**src/rtl/ptmr_pkg.sv**
```systemverilog
package ptmr_pkg;

    localparam int unsigned DATA_W = 32;
    localparam int unsigned ADDR_W = 8;

    localparam logic [ADDR_W-1:0] A_CTRL  = 8'h08;
    localparam logic [ADDR_W-1:0] A_STAT  = 8'h09;
    localparam logic [ADDR_W-1:0] A_PRESC = 8'h0a;
    localparam logic [ADDR_W-1:0] A_COUNT = 8'h0b;

    localparam int unsigned CTRL_GO_BIT   = 0;
    localparam int unsigned CTRL_HALT_BIT = 1;
    localparam int unsigned STAT_RUN_BIT  = 0;

    typedef struct packed {
        logic go;
        logic halt;
    } ctrl_req_t;

    typedef enum logic [2:0] {
        SEL_NONE,
        SEL_CTRL,
        SEL_STAT,
        SEL_PRESC,
        SEL_COUNT
    } reg_sel_e;

    function automatic reg_sel_e decode_addr(input logic [ADDR_W-1:0] a);
        case (a)
            A_CTRL:  return SEL_CTRL;
            A_STAT:  return SEL_STAT;
            A_PRESC: return SEL_PRESC;
            A_COUNT: return SEL_COUNT;
            default: return SEL_NONE;
        endcase
    endfunction

endpackage

```
**src/rtl/ptmr_regs.sv**
```systemverilog
module ptmr_regs
    import ptmr_pkg::*;
#(
    parameter int unsigned DW = DATA_W
) (
    input  logic                clk,
    input  logic                rst,
    input  logic                cs,
    input  logic                we,
    input  logic [ADDR_W-1:0]   addr,
    input  logic [DW-1:0]       wdata,
    input  logic                running,
    input  logic [DW-1:0]       count_val,
    output ctrl_req_t           req,
    output logic                wr_count,
    output logic [DW-1:0]       presc_q,
    output logic [DW-1:0]       rdata
);

    reg_sel_e sel;
    logic     wr_any;

    assign sel    = decode_addr(addr);
    assign wr_any = cs && we;

    always_comb begin
        req.go   = wr_any && (sel == SEL_CTRL) && wdata[CTRL_GO_BIT];
        req.halt = wr_any && (sel == SEL_CTRL) && wdata[CTRL_HALT_BIT];
    end

    assign wr_count = wr_any && (sel == SEL_COUNT) && !running;

    always_ff @(posedge clk) begin
        if (rst) begin
            presc_q <= DW'(1);
        end else if (wr_any && (sel == SEL_PRESC) && !running) begin
            presc_q <= wdata;
        end
    end

    always_comb begin
        rdata = '0;
        if (cs) begin
            case (sel)
                SEL_STAT:  rdata[STAT_RUN_BIT] = running;
                SEL_PRESC: rdata = presc_q;
                SEL_COUNT: rdata = count_val;
                default:   rdata = '0;
            endcase
        end
    end

    // the prescale value is frozen during a run
    p_presc_locked_r3: assert property (@(posedge clk) disable iff (rst)
        (running && cs && we && (addr == A_PRESC)) |=> (presc_q == $past(presc_q)));

    // control word never reads back a value
    p_ctrl_reads_zero_r8: assert property (@(posedge clk) disable iff (rst)
        (cs && (addr == A_CTRL)) |-> (rdata == '0));

endmodule

```
**src/rtl/ptmr_prescale.sv**
```systemverilog
module ptmr_prescale
    import ptmr_pkg::*;
#(
    parameter int unsigned DW = DATA_W
) (
    input  logic          clk,
    input  logic          rst,
    input  logic          run,
    input  logic          restart,
    input  logic [DW-1:0] presc,
    output logic          tick
);

    logic [DW-1:0] pc_q;
    logic [DW:0]   pc_next_wide;
    logic [DW:0]   bound;

    assign bound        = (presc == '0) ? (DW+1)'(1) : {1'b0, presc};
    assign pc_next_wide = {1'b0, pc_q} + (DW+1)'(1);
    assign tick         = run && !restart && (pc_next_wide >= bound);

    always_ff @(posedge clk) begin
        if (rst) begin
            pc_q <= '0;
        end else if (restart) begin
            pc_q <= '0;
        end else if (run) begin
            pc_q <= tick ? '0 : pc_next_wide[DW-1:0];
        end
    end

    // the phase counter never passes the end of a step
    p_phase_bound_r5: assert property (@(posedge clk) disable iff (rst)
        run |-> ({1'b0, pc_q} < bound));

    // a restart starts a full step from phase zero
    p_restart_phase_r9: assert property (@(posedge clk) disable iff (rst)
        restart |=> (pc_q == '0));

endmodule

```
**src/rtl/ptmr_countdown.sv**
```systemverilog
module ptmr_countdown
    import ptmr_pkg::*;
#(
    parameter int unsigned DW = DATA_W
) (
    input  logic          clk,
    input  logic          rst,
    input  ctrl_req_t     req,
    input  logic          wr_count,
    input  logic [DW-1:0] wdata,
    input  logic          tick,
    output logic          running,
    output logic          start_ok,
    output logic [DW-1:0] count_q
);

    assign start_ok = req.go && !req.halt && !running && (count_q != '0);

    always_ff @(posedge clk) begin
        if (rst) begin
            running <= 1'b0;
            count_q <= DW'(1);
        end else if (req.halt) begin
            running <= 1'b0;
        end else if (start_ok) begin
            running <= 1'b1;
        end else if (running && tick) begin
            count_q <= count_q - DW'(1);
            if (count_q == DW'(1)) begin
                running <= 1'b0;
            end
        end else if (wr_count) begin
            count_q <= wdata;
        end
    end

    // idle count only moves through a software write
    p_idle_hold_r7: assert property (@(posedge clk) disable iff (rst)
        (!running && !wr_count) |=> (count_q == $past(count_q)));

    // one step removes exactly one unit
    p_step_one_r5: assert property (@(posedge clk) disable iff (rst)
        (running && tick && !req.halt) |=> (count_q == $past(count_q) - DW'(1)));

    // a running timer never shows a zero count
    p_nonzero_r6: assert property (@(posedge clk) disable iff (rst)
        running |-> (count_q != '0));

    // a halt stops the run on the next edge
    p_halt_r7: assert property (@(posedge clk) disable iff (rst)
        req.halt |=> !running);

    // a start with zero count is refused
    p_zero_start_r4: assert property (@(posedge clk) disable iff (rst)
        (req.go && !running && (count_q == '0)) |=> !running);

endmodule

```
**src/rtl/ptmr_top.sv**
```systemverilog
module ptmr_top
    import ptmr_pkg::*;
#(
    parameter int unsigned DATA_W = ptmr_pkg::DATA_W
) (
    input  logic              clk,
    input  logic              rst,
    input  logic              cs,
    input  logic              we,
    input  logic [ADDR_W-1:0] addr,
    input  logic [DATA_W-1:0] wdata,
    output logic [DATA_W-1:0] rdata
);

    ctrl_req_t         req;
    logic              wr_count;
    logic [DATA_W-1:0] presc_q;
    logic [DATA_W-1:0] count_q;
    logic              running;
    logic              start_ok;
    logic              tick;

    ptmr_regs #(.DW(DATA_W)) u_regs (
        .clk       (clk),
        .rst       (rst),
        .cs        (cs),
        .we        (we),
        .addr      (addr),
        .wdata     (wdata),
        .running   (running),
        .count_val (count_q),
        .req       (req),
        .wr_count  (wr_count),
        .presc_q   (presc_q),
        .rdata     (rdata)
    );

    ptmr_prescale #(.DW(DATA_W)) u_presc (
        .clk     (clk),
        .rst     (rst),
        .run     (running),
        .restart (start_ok),
        .presc   (presc_q),
        .tick    (tick)
    );

    ptmr_countdown #(.DW(DATA_W)) u_count (
        .clk      (clk),
        .rst      (rst),
        .req      (req),
        .wr_count (wr_count),
        .wdata    (wdata),
        .tick     (tick),
        .running  (running),
        .start_ok (start_ok),
        .count_q  (count_q)
    );

endmodule

```
**config.mk**
```make
export PLATFORM = sky130hd
export DESIGN_NAME = ptmr_top
export DESIGN_NICKNAME = d
export VERILOG_FILES = /design/src/rtl/ptmr_pkg.sv /design/src/rtl/ptmr_regs.sv /design/src/rtl/ptmr_prescale.sv /design/src/rtl/ptmr_countdown.sv /design/src/rtl/ptmr_top.sv
export SDC_FILE = /design/constraint.sdc
export NUM_CORES = 1
export LEC_CHECK = 0
export BUFFER_PORTS_ARGS = -buffer_cell sky130_fd_sc_hd__buf_2
export CAP_MARGIN = 25
export CORE_ASPECT_RATIO = 1.5
export CORE_MARGIN = 5
export CORE_UTILIZATION = 55
export DETAILED_ROUTE_END_ITERATION = 7
export PLACE_DENSITY = 0.76
export REMOVE_ABC_BUFFERS = 1
export SYNTH_ARGS = -nofsm -noshare
export SYNTH_HDL_FRONTEND = slang
export SYNTH_SLANG_ARGS = --single-unit
```
**constraint.sdc**
```tcl
create_clock -name clk -period 5.7 [get_ports clk]
set_input_delay 0.285 -clock clk [delete_from_list [all_inputs] [get_ports clk]]
set_output_delay 0.285 -clock clk [all_outputs]
set_load 0.01 [all_outputs]
```
Word-level counts from Yosys, hierarchy flattened
Index checks and enable logic that the tools add are counted.
- flip-flop bits (word level): 97
- input bits: 44
- output and inout bits: 32
- add/subtract/negate cells: 2
- order comparisons: 1
- eq/ne operators: 9
- multiplexer cells: 11
- bitwise operators: 2
- reduce and logical (&&, ||, !) cells: 26
- operator list (operator ; number):
    $mux 32 ; 5
    $pmux 31 s2 ; 1
    $add 32x1->33 const B ; 1
    $ge 33x33->1 ; 1
    $eq 32x1->1 const B ; 1
    $eq 8x4->1 const B ; 4
    $logic_not 32->1 ; 1
    $reduce_bool 32->1 ; 1
    $sub 32x1->32 const B ; 1
    $logic_and 1x1->1 ; 14
    $pmux 3 s4 ; 1
    $eq 3x2->1 const B ; 2
    $reduce_bool 2->1 ; 3
    $reduce_or 2->1 ; 2
    $eq 3x1->1 const B ; 1
    $eq 3x3->1 const B ; 1
    $logic_not 1->1 ; 3
    $mux 1 ; 3
    $pmux 1 s3 ; 1
    $reduce_and 3->1 ; 1
    $not 1->1 ; 2
    $reduce_and 2->1 ; 1

Depth between registers and ports, before layout
Gate-level depths: netlist (run 1).
- word-level depth: 15
- gate-level depth with buffers: 19
- depth with buffers taken out: 16

Hierarchy
A second synthesis (run 1) with hierarchy kept.
- cells, all modules: 865
- area total of the unflattened synthesis: 7163.1 um^2
- by module, submodules not included (module ; instances ; cells an instance ; area an instance (um^2) ; sequential area each (um^2)):
    ptmr_prescale ; 1 ; 313 ; 2600.0 ; 640.6
    ptmr_countdown ; 1 ; 328 ; 2539.9 ; 660.6
    ptmr_regs ; 1 ; 224 ; 2023.2 ; 640.6

Least setup slack after synthesis (run 1)
OpenSTA, ideal clock, no wires.
- kind: register -> register
- start: register u_presc.pc_q[6]
- end: register u_count.count_q[29]
- arrival time: 4.048 ns
- data required time: 5.573 ns
- path slack: 1.525 ns
- cell stages (with the launch flop): 18
- clock period less this slack: 4.175 ns
- cell sequence: dfxtp_1 -> buf_2 -> nand4_1 -> or2_2 -> nor4_2 -> and3_1 -> clkbuf_1 -> nand3_1 -> xnor2_1 -> ha_1 -> nand4_1 -> or4_1 -> o21ai_1 -> a32oi_2 -> nand2_1 -> o21ai_2 -> and3_1 -> or3_1
- longest elaborated chain between the ends: 6
- RTL lines (element ; RTL line ; text):
    start: declaration ; ptmr_prescale.sv:14 ; logic [DW-1:0] pc_q;
    start signal: assignment ; ptmr_prescale.sv:28 ; pc_q <= tick ? '0 : pc_next_wide[DW-1:0];
    $add 32x1->33 * ; ptmr_prescale.sv:19 ; assign pc_next_wide = {1'b0, pc_q} + (DW+1)'(1);
    $ge 33x33->1 * ; ptmr_prescale.sv:20 ; assign tick = run && !restart && (pc_next_wide >= bound);
    $logic_and 1x1->1 * ; ptmr_prescale.sv:20 ;
    $logic_and 1x1->1 * ; ptmr_countdown.sv:27 ; end else if (running && tick) begin
    $reduce_bool 2->1 (no source line) ; -- ;
    $reduce_and 3->1 (no source line) ; -- ;
    end signal: assignment ; ptmr_countdown.sv:28 ; count_q <= count_q - DW'(1);
    end signal: assignment ; ptmr_countdown.sv:33 ; count_q <= wdata;
    end: declaration ; ptmr_countdown.sv:14 ; output logic [DW-1:0] count_q
Every way passes the cells marked *; elsewhere a longest branch is shown, timed or not.
A chain may end at the register's enable or synchronous reset.

Worst setup path after layout (run 1)
- start: register u_presc.pc_q[0]
- end: register u_count.count_q[30]
The elaborated chain is that of the path after synthesis.

==> results of run 1 <==
==> routing by layer <==
metal  up-vias  track usage (%)  wire length [um]
li1       3419                -                 -
met1      3430            36.28              8688
met2       293            51.22             11060
met3        83            5.012              1369
met4         0            19.15              1415
met5         -                0                 0
==> stage by stage <==
| stage | hold slack (ns) | util (%) | worst slack [ns] | power (uW) |
|---|---|---|---|---|
| floorplan | 0.3541 | - | 1.190 | 715.8 |
| global placement | 0.4754 | 59.87 | 0.9189 | 755.7 |
| detailed placement | 0.4823 | 59.87 | 0.7633 | 755.7 |
| CTS | 0.1679 | 62.61 | 0.7374 | 1427 |
| global route | 0.1823 | 62.61 | 0.2446 | 1458 |
| finish | 0.1661 | 62.61 | 0.6323 | 1426 |
==> final cells by class <==
class	count	area share (%)
multi-input combinational	708	58.57
inverter	44	2.184
timing repair buffer	92	6.651
tap	153	2.531
sequential	97	25.68
clock buffer	9	2.978
clock inverter	7	1.406
==> worst min path at each step <==
stage | depth (start not counted) | startpoint | endpoint | slack [ns]
after global routing | 3 | wdata[17] | u_regs.presc_q[17]$_SDFFE_PP0P_ | 0.18
after detailed placement | 2 | u_regs.presc_q[6]$_SDFFE_PP0P_ | u_regs.presc_q[6]$_SDFFE_PP0P_ | 0.48
final | 3 | wdata[13] | u_regs.presc_q[13]$_SDFFE_PP0P_ | 0.17
after floorplan | 1 | rst | u_regs.presc_q[10]$_SDFFE_PP0P_ | 0.35
after global placement | 2 | u_regs.presc_q[6]$_SDFFE_PP0P_ | u_regs.presc_q[6]$_SDFFE_PP0P_ | 0.48
after CTS | 3 | wdata[13] | u_regs.presc_q[13]$_SDFFE_PP0P_ | 0.17
==> flip-flops by register name (all words and copies together), names as in the netlist <==
register	cells
u_count.count_q	32
u_count.running	1
u_presc.pc_q	32
u_regs.presc_q	32
==> cells in the mapped netlist (4+ instances only) <==
master / n / area (um2)
sky130_fd_sc_hd__ha_1: 36 / 450.4
sky130_fd_sc_hd__dfxtp_1: 97 / 1942
sky130_fd_sc_hd__o31ai_1: 4 / 30.03
sky130_fd_sc_hd__a221oi_1: 4 / 35.03
sky130_fd_sc_hd__nand2_1: 126 / 473.0
sky130_fd_sc_hd__a211oi_1: 10 / 75.07
sky130_fd_sc_hd__xor2_1: 15 / 131.4
sky130_fd_sc_hd__nor3_1: 38 / 190.2
sky130_fd_sc_hd__mux2i_1: 6 / 60.06
sky130_fd_sc_hd__clkbuf_1: 47 / 176.4
sky130_fd_sc_hd__buf_2: 11 / 55.05
sky130_fd_sc_hd__a31oi_1: 4 / 25.02
sky130_fd_sc_hd__o21ai_0: 30 / 150.1
sky130_fd_sc_hd__o211ai_1: 9 / 67.56
sky130_fd_sc_hd__nor4_1: 21 / 131.4
sky130_fd_sc_hd__a21oi_1: 77 / 385.4
sky130_fd_sc_hd__a22oi_1: 38 / 285.3
sky130_fd_sc_hd__o221ai_1: 4 / 35.03
sky130_fd_sc_hd__or4_1: 12 / 90.09
sky130_fd_sc_hd__o311ai_1: 4 / 35.03
sky130_fd_sc_hd__nand2b_1: 4 / 25.02
sky130_fd_sc_hd__and4_1: 4 / 35.03
sky130_fd_sc_hd__or2_2: 4 / 25.02
sky130_fd_sc_hd__nand3_1: 44 / 220.2
sky130_fd_sc_hd__and3_1: 14 / 87.58
sky130_fd_sc_hd__nand4_1: 23 / 143.9
sky130_fd_sc_hd__nor2b_1: 36 / 225.2
sky130_fd_sc_hd__xnor2_1: 20 / 175.2
sky130_fd_sc_hd__or3_1: 6 / 37.54
sky130_fd_sc_hd__inv_1: 43 / 161.4
sky130_fd_sc_hd__nand3b_1: 7 / 52.55
sky130_fd_sc_hd__nor2_1: 47 / 176.4
sky130_fd_sc_hd__a32oi_1: 5 / 43.79
==> worst min-delay path, delay by kind of cell <==
family | cells | cell delay [ns]
buffers and inverters | 1 | 0.11
AO/OA/AOI/OAI | 1 | 0.05
AND/OR/NAND/NOR | 1 | 0.05
==> cells by family after synthesis <==
kind of cell	Yosys count
AND/OR/NAND/NOR	403
adder cells (fa/ha/maj)	36
AO/OA/AOI/OAI	228
flip-flops	97
multiplexers	6
buffers and inverters	108
XOR/XNOR	35
==> power groups by stage <==
stage	Combinational, uW	Clock, uW	Sequential (uW)
after floorplan	22.1	0	694
after global placement	61.8	0	694
after detailed placement	61.8	0	694
after CTS	62.1	687	678
after global routing	67.8	712	678
final	63.3	684	678
==> reports/results.env, run 1 <==
STATUS='complete, no violations'
SYNTH-COMPOUND-AREA-SHARE_PCT=22.25
FINISH.CELL_COUNT_WITHOUT_FILLERS=1110
CP.REQUIRED_NS=5.93
I_O_PINS=76
CP_NUM_CELLS=15
CRIT_PATH_TOP_DELAY_CELL='sky130_fd_sc_hd__o21ai_0'
TOTAL_POWER_DIVIDED_BY_CELL_AREA_mW_PER_MM2=188.5
POST_SYNTH_NUM_CELL_TYPES=71
FIRST_PASS_ITERS=7
GRT_SETUP_UNREPAIRED='no'
YOSYS_WARNS=0
NUMBER_OF_BUFFERS_CREATED_BY_CTS=9
SETUP_VIOL=0
TOTALNEGATIVESETUPSLACK_NS=0
ROUTED_WL_UM=22530
INITIAL_UTILIZATION_PCT=56.28
FINALHOLDVIOLCOUNT=0
ROUTE.DETAILED.DRC=0
POSTROUTEANTENNANETS=0
MAXIMUM_NUMBER_OF_PINS_ON_ONE_NET_BEFORE_GLOBAL_ROUTE_REPAIR=43
PERIOD_MINUS_SLACK_NS=5.068
NUMBER_OF_ENABLE_FLIP_FLOP_CELLS_AFTER_SYNTHESIS=0
SYNTH.FF_LATCH_COUNT=97
CORE_MM2=0.01208
MOST-COMMON-LAYOUT-CELLS='sky130_fd_sc_hd__nand2_1 (126), sky130_fd_sc_hd__dfxtp_1 (97), sky130_fd_sc_hd__a21oi_1 (77), sky130_fd_sc_hd__buf_2 (75), sky130_fd_sc_hd__nor2_1 (46)'
RRSETUPSLACK_NS=0.63
FINAL_DESIGN_AREA_NO_FILL_MM2=0.007562
CTS_TREE='yes'
CRITICAL-PATH-TOP-CELL-BY-COUNT='sky130_fd_sc_hd__nand2_1'
MULTIINPUTGATEAREA_MM2=0.004429
R2R.WORST_PATH.CELLS=15
DR.FIRST_ITER.DRC_COUNT=636
CRITPATHLAUNCHTYPE='flop'
SHARE_OF_FLIP_FLOPS_WITH_AN_ASYNCHRONOUS_SET_OR_RESET_PCT=0
YS_SEQ_AREA_SHARE_PCT=28.57
CTS_ROOT_BUFFER='sky130_fd_sc_hd__clkbuf_16'
VIAS=7225
CRITICAL_PATH_PEAK_FANOUT=10
WORSTHOLDPATHTYPE='input port to flop'
SHARE_COMB_OF_TOTAL_POWER_PCT=4.4
CELLINTERNALPOWER_uW=1089
WORST_EP_ARRIVAL_TIME_NS=5.29
CLKSINKCOUNT=97
HPWL_UM=16170
POWER_SWITCHING_uW=336.6
CAP_VIOLATIONS=0
RR_STARTPOINT='u_presc.pc_q[0]$_SDFFE_PP0P_'
GRT_USAGE_PCT=30.84
MEASURED_SLEW_AT_THE_WORST_SLEW_CHECK_PIN_NS=0.8841
POSTCTSSETUPBUFFERS=0
POSTCTSRESIZEDCELLS=0
DIEHEIGHT_UM=146.2
CELLS_ALONG_THE_CRITICAL_PATH='ha_1 -> nand2_1 -> nor4_1 -> and3b_1 -> nand2_1 -> nor3_1 -> xor2_1 -> ha_1 -> a211oi_1 -> o21ai_1 -> a32oi_2 -> nand2_1 -> o21ai_0 -> buf_4 -> o221ai_1'
POST-PLACE-CELLS=1094
POST_DRT_VIA_CELL_RATIO=6.509
CTS.CLK_SLEW.WORST_PATHS_NS=0.08
INITIAL_ANTENNA_VIOLATION_COUNT=0
POWER.STATIC_LEAKAGE_uW=0.002770
NUM_ANTENNA_CELLS=0
PLACEMENT_ROWS=49
PLACEDINSTANCEAREA_MM2=0.007231
PORT_BUFFERS=75
SEQPWRFRAC_PCT=47.6
CLK_LATENCY_NS=0.36
WORST_R2R_ENDPOINT='u_count.count_q[30]$_SDFFE_PP0P_'
TIMING.CRITICAL_PATH.BUF_INV=1
GLOBAL_ROUTE.OVERFLOW_TOTAL=0
GLOBALPLACE.CONGESTION=0.9590
FINALNETCOUNT=1032
POWER.SHARE.CLOCK_PCT=48.0
MAX_SLEW_MARGIN_PCT=40.51
MAX_STAGE_DELAY_NS=0.71
POWER.SHARE.SWITCHING_PCT=23.61
TIMING.CLOCK.SKEW_NS=0.01524
CP-ENDPOINT='u_count.count_q[30]$_SDFFE_PP0P_'
SYNTHSIMPLEGATEAREAFRAC_PCT=30.72
FLOORPLAN.DIE.WIDTH_UM=100.8
FINAL_PERIOD_UTIL_PCT=88.91
FINAL.FILL_COUNT=1098
HTREE_NUM_LEVELS=3
FMAXACHIEVABLE_MHz=197.3
SYN_TO_FINAL_GROWTH_PCT=11.25
MAPPEDNETLISTAREA_MM2=0.006798
POST_SYN_INSTANCES=913
FINAL_COMMON_CELL='sky130_fd_sc_hd__nand2_1'
DIE_AREA_MM2=0.01473
SYNTH_TOP_FAMILY_BY_AREA='simple AND/OR/NAND/NOR gates'
SYNTHFLOPTYPE='sky130_fd_sc_hd__dfxtp_1'
CTS.HOLD.BUFFERS_ADDED=0
KIND_OF_CELL_WITH_THE_HIGHEST_COMBINED_DELAY_ON_THE_CRITICAL_PATH='compound AO/OA/AOI/OAI gates'
SYN_AREA_PER_CELL_UM2=7.446
MAX-CLOCK-PATH-BUFFERS=2
POST_DRT_WL_PER_CELL_UM=20.30
WORST-SETUP-PATH-TYPE='flop to flop'
SYNTH-XOR-AREA-SHARE_PCT=4.509
DRV_SLEW=0
WORST_IR_DROP_VDD_mV=0.1520
DRIVE_GT1_SHARE_PCT=13.38
GRT_FIRST_PASS_WIRELENGTH_UM=36200
FIRST_GLOBAL_VIAS=6950
SYNTH_MUX_AREA_SHARE_PCT=0.8835
SORT_OF_ELEMENT_AT_THE_END_OF_THE_CRITICAL_PATH='flop'
SEQ_AREA_MM2=0.001942
YOSYS.AREA_SHARE.ADDER_PCT=6.626
WORST_SETUP_PATH_STARTPOINT='u_presc.pc_q[0]$_SDFFE_PP0P_'
No activity file was read; power rests on OpenSTA's default activity.
==> run 2, diff against run 1 <==
==> constraint.sdc (replaced) <==
create_clock -name clk -period 5.6 [get_ports clk]
set_input_delay 0.28 -clock clk [delete_from_list [all_inputs] [get_ports clk]]
set_output_delay 0.28 -clock clk [all_outputs]
set_load 0.01 [all_outputs]
==> run 2 against run 1 <==
  * Critical path depth stayed put
  * Worst hold slack better by 0.0092 ns
  * Register-to-register slack is essentially flat
  * Critical path type unchanged
  * Critical endpoint is now u_count.count_q[5]$_SDFFE_PP0P_
  * Largest power group is now sequential cells
==> reports/results.env, run 2 (synthesized netlist as in run 1, its figures left out) <==
STATUS='complete, no violations'
CTS_TREE='yes'
CTS.CLK_SLEW.WORST_PATHS_NS=0.07  # about the same
POWER.STATIC_LEAKAGE_uW=0.002741  # -1.0%
NUMBER_OF_BUFFERS_CREATED_BY_CTS=9  # unchanged
PORT_BUFFERS=75  # unchanged
CRITICAL-PATH-TOP-CELL-BY-COUNT='sky130_fd_sc_hd__nand2_1'
MOST-COMMON-LAYOUT-CELLS='sky130_fd_sc_hd__nand2_1 (126), sky130_fd_sc_hd__dfxtp_1 (97), sky130_fd_sc_hd__a21oi_1 (77), sky130_fd_sc_hd__buf_2 (75), sky130_fd_sc_hd__nor2_1 (46)'
CORE_MM2=0.01208  # unchanged
POSTCTSRESIZEDCELLS=0  # unchanged
CP.REQUIRED_NS=5.86  # -0.07 ns
MAX_SLEW_MARGIN_PCT=37.23  # -3.3 points
POST_DRT_WL_PER_CELL_UM=20.08  # -1.1%
DRV_SLEW=0  # unchanged
FINAL_PERIOD_UTIL_PCT=88.79  # -0.12 points
SYN_TO_FINAL_GROWTH_PCT=10.40
FINALHOLDVIOLCOUNT=0  # unchanged
PLACEMENT_ROWS=49  # unchanged
CRITICAL_PATH_PEAK_FANOUT=17  # +7
TIMING.CLOCK.SKEW_NS=0.006354  # -0.008882 ns
CTS_ROOT_BUFFER='sky130_fd_sc_hd__clkbuf_16'
VIAS=7268  # +0.60%
DRIVE_GT1_SHARE_PCT=13.28  # -0.091 points
WORST_EP_ARRIVAL_TIME_NS=5.23  # -0.06 ns
FINISH.CELL_COUNT_WITHOUT_FILLERS=1109  # -0.090%
GLOBALPLACE.CONGESTION=0.9765  # +1.8%
POST_DRT_VIA_CELL_RATIO=6.554  # +0.69%
POWER.SHARE.SWITCHING_PCT=24.41  # +0.79 points
CELLINTERNALPOWER_uW=1027  # -5.7%
CAP_VIOLATIONS=0  # unchanged
INITIAL_UTILIZATION_PCT=56.28  # unchanged
CLKSINKCOUNT=97  # unchanged
GRT_FIRST_PASS_WIRELENGTH_UM=35560  # -1.8%
SORT_OF_ELEMENT_AT_THE_END_OF_THE_CRITICAL_PATH='flop'
FMAXACHIEVABLE_MHz=201.1  # +1.9%
GRT_SETUP_UNREPAIRED='no'
ROUTED_WL_UM=22270  # -1.1%
INITIAL_ANTENNA_VIOLATION_COUNT=0  # unchanged
FINAL_COMMON_CELL='sky130_fd_sc_hd__nand2_1'
DR.FIRST_ITER.DRC_COUNT=812  # +28%
TOTALNEGATIVESETUPSLACK_NS=0  # unchanged
WORST-SETUP-PATH-TYPE='flop to flop'
POWER_SWITCHING_uW=331.5  # -1.5%
HPWL_UM=16050  # -0.76%
SETUP_VIOL=0  # unchanged
DIE_AREA_MM2=0.01473  # unchanged
CTS.HOLD.BUFFERS_ADDED=0  # unchanged
WORST_IR_DROP_VDD_mV=0.1587  # +4.4%
HTREE_NUM_LEVELS=3  # unchanged
MAX_STAGE_DELAY_NS=0.79  # +0.08 ns
NUM_ANTENNA_CELLS=0  # unchanged
POSTROUTEANTENNANETS=0  # unchanged
FIRST_GLOBAL_VIAS=7021  # +1.0%
GLOBAL_ROUTE.OVERFLOW_TOTAL=0  # unchanged
CRIT_PATH_TOP_DELAY_CELL='sky130_fd_sc_hd__o21ai_2'
TOP_REGISTERS='u_count.count_q (32), u_presc.pc_q (32), u_regs.presc_q (32)'
WORSTHOLDPATHTYPE='input port to flop'
DIEHEIGHT_UM=146.2  # unchanged
ROUTE.DETAILED.DRC=0  # unchanged
FIN_UTIL_PCT=62.14  # -0.48 points
POST-PLACE-CELLS=1093  # -0.091%
CLK_LATENCY_NS=0.35  # about the same
FIRST_PASS_ITERS=5  # -2
POWER.SHARE.CLOCK_PCT=44.5  # -3.5 points
MAX-CLOCK-PATH-BUFFERS=2  # unchanged
MEASURED_SLEW_AT_THE_WORST_SLEW_CHECK_PIN_NS=0.9414  # +0.05729 ns
GRT_USAGE_PCT=30.01  # -0.83 points
FLOORPLAN.DIE.WIDTH_UM=100.8  # unchanged
MAXIMUM_NUMBER_OF_PINS_ON_ONE_NET_BEFORE_GLOBAL_ROUTE_REPAIR=53  # +23%
TOTAL_POWER_DIVIDED_BY_CELL_AREA_mW_PER_MM2=181.0  # -4.0%
CRITPATHLAUNCHTYPE='flop'
PERIOD_MINUS_SLACK_NS=4.972  # -0.09560 ns
POWER.TOTAL_uW=1358  # -4.7%
SHARE_COMB_OF_TOTAL_POWER_PCT=4.7  # +0.3 points
I_O_PINS=76  # unchanged
SEQPWRFRAC_PCT=50.8  # +3.2 points
POSTCTSSETUPBUFFERS=0  # unchanged
CELLS_ALONG_THE_CRITICAL_PATH='ha_1 -> nand2_1 -> nor4_1 -> and3b_1 -> nand2_1 -> nor3_1 -> xor2_1 -> ha_1 -> a211oi_1 -> o21ai_1 -> a32oi_2 -> nand2_1 -> o21ai_2 -> a21oi_1 -> a211oi_1'
FINALNETCOUNT=1031  # -0.097%
FINAL.FILL_COUNT=1129  # +2.8%
[run 2: final timing paths]
check / startpoint / to / slack, ns / depth (start not counted)
worst max-delay path: u_presc.pc_q[0]$_SDFFE_PP0P_ / u_count.count_q[5]$_SDFFE_PP0P_ / 0.63 / 15
worst min-delay path: wdata[18] / u_regs.presc_q[18]$_SDFFE_PP0P_ / 0.18 / 3
worst max register to register: u_presc.pc_q[0]$_SDFFE_PP0P_ / u_count.count_q[5]$_SDFFE_PP0P_ / 0.63 / 15
worst min register to register: u_presc.pc_q[21]$_SDFFE_PP0P_ / u_presc.pc_q[21]$_SDFFE_PP0P_ / 0.49 / 2
[run 2: area by class of cell]
cell class,count,area [um2],area share [%]
Multi-Input combinational cell,708,4429,59.02
Timing Repair Buffer,91,495.5,6.602
Inverter,44,165.2,2.201
Clock inverter,6,42.54,0.5669
Tap cell,153,191.4,2.551
Clock buffer,10,239.0,3.184
Sequential cell,97,1942,25.88
[run 2: power by group through the flow]
stage	clock [uW]	sequential, uW	combinational, uW
CTS	606	690	62.8
global placement	0	706	62.2
floorplan	0	706	22.5
global route	636	690	68.3
finish	604	690	64.0
detailed placement	0	706	62.5
[run 2: worst max-delay path: cells and delay by family (launching register included)]
kind	cells	cell delay [ns]
and+or+nand+nor	6	1.62
AOI/OAI and AO/OA	6	2.03
xor gates and xnor gates	1	0.22
adders and majority gates	2	0.59
DFF	1	0.41
[run 2: routing by layer]
layer	global-route usage, %	wire length [um]
met5	0	0
met4	16.59	1176
met3	3.484	1584
met1	35.44	8298
met2	51.68	11210
[run 2: stage by stage]
step / hold WS (ns) / worst slack [ns] / instance area (um2)
after floorplan: 0.3491 / 1.090 / 6525
after global placement: 0.4798 / 0.9166 / 7223
after detailed placement: 0.4818 / 0.7945 / 7223
after CTS: 0.1730 / 0.7645 / 7505
after global routing: 0.1808 / 0.2527 / 7505
final: 0.1753 / 0.6279 / 7505
==> run 3, diff against run 2 <==
--- a/config.mk
+++ b/config.mk
@@ -11,8 +11,10 @@
 export CORE_MARGIN = 5
 export CORE_UTILIZATION = 55
 export DETAILED_ROUTE_END_ITERATION = 7
-export PLACE_DENSITY = 0.76
+export PLACE_DENSITY = 0.75
 export REMOVE_ABC_BUFFERS = 1
+export SLEW_MARGIN = 20
 export SYNTH_ARGS = -nofsm -noshare
 export SYNTH_HDL_FRONTEND = slang
+export SYNTH_HIERARCHICAL = 1
 export SYNTH_SLANG_ARGS = --single-unit
==> run 3 against run 2 <==
  * Total power increased by 4.7%
  * Cell count decreased by 3.4%
  * Global-route usage decreased by 4.4 points
  * Synthesized cell count decreased by 5.3%
  * Clock power increased by 7.6%
  * Critical path type unchanged
  * First-iteration DRC count decreased by 47%
  * Core utilization decreased by 1.4 points
  * Highest routed layer unchanged
  * Largest power group unchanged
  * Area after synthesis increased by 5.4%
  * Die area increased by 4.9%
  * Routed wire length decreased by 12%
  * Critical path depth increased by 4
==> reports/results.env, run 3 <==
SYNTH.FF_LATCH_COUNT=97  # unchanged
GRT_USAGE_PCT=25.60  # -4.4 points
SYN_TO_FINAL_GROWTH_PCT=9.223
TOTAL_POWER_DIVIDED_BY_CELL_AREA_mW_PER_MM2=181.7  # +0.40%
SETUP_VIOL=0  # unchanged
MEASURED_SLEW_AT_THE_WORST_SLEW_CHECK_PIN_NS=0.8461  # -0.09533 ns
WORST_EP_ARRIVAL_TIME_NS=5.25  # +0.02 ns
CRITPATHLAUNCHTYPE='flop'
PLACEMENT_ROWS=51  # +4.1%
CLKSINKCOUNT=97  # unchanged
SYNTHMOSTINSTANTIATEDCELL='sky130_fd_sc_hd__dfxtp_1'
CORE_MM2=0.01289  # +6.7%
POST_DRT_WL_PER_CELL_UM=18.27  # -9.0%
TOTALNEGATIVESETUPSLACK_NS=0  # unchanged
POST_SYN_INSTANCES=865  # -5.3%
STATUS='complete, no violations'
ROUTED_WL_UM=19570  # -12%
FIRST_PASS_ITERS=6  # +1
FINALNETCOUNT=986  # -4.4%
ROUTED-WL-MET2_UM=9897  # -12%
MAX_SLEW_MARGIN_PCT=43.53  # +6.3 points
WORST_IR_DROP_VDD_mV=0.1226  # -23%
CELLS_ALONG_THE_CRITICAL_PATH='ha_1 -> and4_2 -> nand2_4 -> nor3_4 -> nand3_1 -> nor2_1 -> xor2_1 -> ha_1 -> nand3_1 -> o41ai_1 -> nand4_1 -> o211a_1 -> a21oi_1 -> nand2_2 -> a21oi_1 -> and4_1 -> nor2_4 -> buf_4 -> o32ai_2'
DR.FIRST_ITER.DRC_COUNT=433  # -47%
I_O_PINS=76  # unchanged
DRV_SLEW=0  # unchanged
FINAL_COMMON_CELL='sky130_fd_sc_hd__dfxtp_1'
HTREE_NUM_LEVELS=3  # unchanged
FINAL.FILL_COUNT=1156  # +2.4%
ROUTE.MET3.WL_UM=856  # -46%
TIMING.CRITICAL_PATH.BUF_INV=1  # +1
SORT_OF_ELEMENT_AT_THE_END_OF_THE_CRITICAL_PATH='flop'
FINISH.CELL_COUNT_WITHOUT_FILLERS=1071  # -3.4%
SYN_AREA_PER_CELL_UM2=8.281  # +11%
CLK_LATENCY_NS=0.35  # about the same
NUMBER_OF_BUFFERS_CREATED_BY_CTS=9  # unchanged
GRT_SETUP_UNREPAIRED='no'
CTS_TREE='yes'
TIMING.CLOCK.SKEW_NS=0.01150  # +0.005147 ns
NUM_ANTENNA_CELLS=0  # unchanged
HPWL_UM=14390  # -10%
FMAXACHIEVABLE_MHz=200.3  # -0.42%
CTS_ROOT_BUFFER='sky130_fd_sc_hd__clkbuf_16'
CTS.CLK_SLEW.WORST_PATHS_NS=0.07  # about the same
POSTROUTEANTENNANETS=0  # unchanged
TOPROUTINGLAYERUSED='met4'
GLOBALPLACE.CONGESTION=0.9467  # -3.1%
TIMING.HOLD.WS_NS=0.1927  # +0.01737 ns
GLOBAL_ROUTE.OVERFLOW_TOTAL=0  # unchanged
WORST-SETUP-PATH-TYPE='flop to flop'
CRIT_PATH_TOP_DELAY_CELL='sky130_fd_sc_hd__and4_1'
DIEHEIGHT_UM=149.8  # +2.5%
TOP_REGISTERS='u_count/count_q (32), u_presc/pc_q (32), u_regs/presc_q (32)'
POST_SYNTH_NUM_CELL_TYPES=66  # -7.0%
MAXIMUM_NUMBER_OF_PINS_ON_ONE_NET_BEFORE_GLOBAL_ROUTE_REPAIR=73  # +38%
ROUTE.DETAILED.DRC=0  # unchanged
PERIOD_MINUS_SLACK_NS=4.993  # +0.02075 ns
RRSETUPSLACK_NS=0.61  # -0.02 ns
FINALHOLDVIOLCOUNT=0  # unchanged
POSTCTSRESIZEDCELLS=0  # unchanged
NUMBER_OF_ENABLE_FLIP_FLOP_CELLS_AFTER_SYNTHESIS=0  # unchanged
DIE_AREA_MM2=0.01545  # +4.9%
SYNTH.AREA.TOP_CELLS='sky130_fd_sc_hd__dfxtp_1 (27%), sky130_fd_sc_hd__mux2i_1 (9.2%), sky130_fd_sc_hd__ha_1 (6.1%)'
MAPPEDNETLISTAREA_MM2=0.007163  # +5.4%
YS_SEQ_AREA_SHARE_PCT=27.11  # -1.5 points
FLOORPLAN.DIE.WIDTH_UM=103.2  # +2.4%
POWER.TOTAL_uW=1422  # +4.7%
POWER.STATIC_LEAKAGE_uW=0.003272  # +19%
CTS.HOLD.BUFFERS_ADDED=0  # unchanged
FIRST_GLOBAL_VIAS=6403  # -8.8%
DRIVE_GT1_SHARE_PCT=16.56  # +3.3 points
SYNTH_TOP_AREA_SHARE_PCT=27.11  # -1.5 points
VIAS=6635  # -8.7%
SYNTH_LARGEST_AREA_CELL='sky130_fd_sc_hd__dfxtp_1'
FINAL_PERIOD_UTIL_PCT=89.16  # +0.37 points
WORSTHOLDPATHTYPE='input port to flop'
KIND_OF_CELL_WITH_THE_HIGHEST_COMBINED_DELAY_ON_THE_CRITICAL_PATH='simple AND/OR/NAND/NOR gates'
MAX_STAGE_DELAY_NS=0.47  # -0.32 ns
SYNTHFLOPTYPE='sky130_fd_sc_hd__dfxtp_1'
POST_DRT_VIA_CELL_RATIO=6.195  # -5.5%
MOST-COMMON-LAYOUT-CELLS='sky130_fd_sc_hd__dfxtp_1 (97), sky130_fd_sc_hd__buf_2 (76), sky130_fd_sc_hd__nor2_1 (72), sky130_fd_sc_hd__nand2b_1 (67), sky130_fd_sc_hd__mux2i_1 (66)'
CAP_VIOLATIONS=0  # unchanged
CP.REQUIRED_NS=5.86  # about the same
WIRELENGTH_MET1_UM=7913  # -4.6%
CRITICAL_PATH_PEAK_FANOUT=18  # +1
SHARE_OF_FLIP_FLOPS_WITH_AN_ASYNCHRONOUS_SET_OR_RESET_PCT=0  # unchanged
MAX-CLOCK-PATH-BUFFERS=2  # unchanged
POSTCTSSETUPBUFFERS=0  # unchanged
PORT_BUFFERS=75  # unchanged
INITIAL_UTILIZATION_PCT=55.57  # -0.71 points
GRT_FIRST_PASS_WIRELENGTH_UM=31430  # -12%
YOSYS_WARNS=6  # +6
SYNTH.TOP_CELLS.BY_COUNT='sky130_fd_sc_hd__dfxtp_1 (97), sky130_fd_sc_hd__nor2_1 (72), sky130_fd_sc_hd__nand2b_1 (67)'
INITIAL_ANTENNA_VIOLATION_COUNT=0  # unchanged
POST-PLACE-CELLS=1054  # -3.6%
-- run 3: changes by cell type in the layout (fill, tap and decap cells not counted), moves of 12 or more --
cell | before | now
sky130_fd_sc_hd__nand3_1 | 44 | 22
sky130_fd_sc_hd__a22oi_1 | 38 | 4
sky130_fd_sc_hd__nand2b_1 | 4 | 67
sky130_fd_sc_hd__a21oi_1 | 77 | 65
sky130_fd_sc_hd__o32ai_2 | 0 | 18
sky130_fd_sc_hd__nor2b_1 | 36 | 0
sky130_fd_sc_hd__nor3_1 | 38 | 16
sky130_fd_sc_hd__nor2_1 | 46 | 72
sky130_fd_sc_hd__a22o_1 | 0 | 26
sky130_fd_sc_hd__mux2i_1 | 6 | 66
sky130_fd_sc_hd__nand2_1 | 126 | 61
-- run 3: power breakdown --
group | leakage, uW | total, uW | internal, uW | switching (uW)
clock network | 0.000149 | 650 | 371 | 278
registers | 0.000781 | 690 | 690 | 0.484
logic | 0.00234 | 82.3 | 34.7 | 47.6
-- run 3: per-stage QoR --
| step | utilization, % | instance area, um2 | setup slack (ns) |
|---|---|---|---|
| after detailed placement | 58.27 | 7511 | 0.7035 |
| after floorplan | - | 6809 | -0.1864 |
| after CTS | 60.66 | 7819 | 0.6682 |
| after global placement | 58.15 | 7496 | 0.8700 |
| final | 60.70 | 7824 | 0.6071 |
| after global routing | 60.70 | 7824 | 0.2708 |
-- run 3: per-layer routing --
layer	up-vias	global-route usage, %
met1	3126	30.94
met5	-	0
met2	230	44.18
li1	3223	-
met4	0	13.55
met3	56	2.099
-- run 3: kinds of logic after synthesis --
group,count (synthesis),share of synthesized area (%)
muxes,66,9.223
adders and majority gates,35,6.114
AOI/OAI and AO/OA,186,19.39
DFF,97,27.11
and+or+nand+nor,351,27.60
buffers and inverters,102,7.144
xor gates and xnor gates,28,3.424
-- run 3: final cells by class --
cell class                 instances  area, um2  area share [%]
inverter                          42      157.7           2.015
clock buffer                      12      256.5           3.278
clock inverter                     4      51.30          0.6557
sequential                        97       1942           24.82
tap                              159      198.9           2.543
timing repair buffer              91      500.5           6.397
multi-input combinational        666       4717           60.29
-- run 3: final timing paths --
path / from / to / depth (start not counted)
worst min-delay path: wdata[5] / u_regs/presc_q[5]$_SDFFE_PP0P_ / 3
worst min register to register: u_presc/pc_q[25]$_SDFFE_PP0P_ / u_presc/pc_q[25]$_SDFFE_PP0P_ / 2
worst max-delay path: u_presc/pc_q[0]$_SDFFE_PP0P_ / u_count/count_q[23]$_SDFFE_PP0P_ / 19
worst max register to register: u_presc/pc_q[0]$_SDFFE_PP0P_ / u_count/count_q[23]$_SDFFE_PP0P_ / 19
-- run 3: worst register-to-register path, stage by stage, from the launching register on --
cell	delay, ns
sky130_fd_sc_hd__dfxtp_1	0.44
sky130_fd_sc_hd__ha_1	0.27
sky130_fd_sc_hd__and4_2	0.31
sky130_fd_sc_hd__nand2_4	0.09
sky130_fd_sc_hd__nor3_4	0.34
sky130_fd_sc_hd__nand3_1	0.21
sky130_fd_sc_hd__nor2_1	0.16
sky130_fd_sc_hd__xor2_1	0.10
sky130_fd_sc_hd__ha_1	0.30
sky130_fd_sc_hd__nand3_1	0.09
sky130_fd_sc_hd__o41ai_1	0.46
sky130_fd_sc_hd__nand4_1	0.15
sky130_fd_sc_hd__o211a_1	0.25
sky130_fd_sc_hd__a21oi_1	0.30
sky130_fd_sc_hd__nand2_2	0.10
sky130_fd_sc_hd__a21oi_1	0.20
sky130_fd_sc_hd__and4_1	0.47
sky130_fd_sc_hd__nor2_4	0.09
sky130_fd_sc_hd__buf_4	0.26
sky130_fd_sc_hd__o32ai_2	0.29
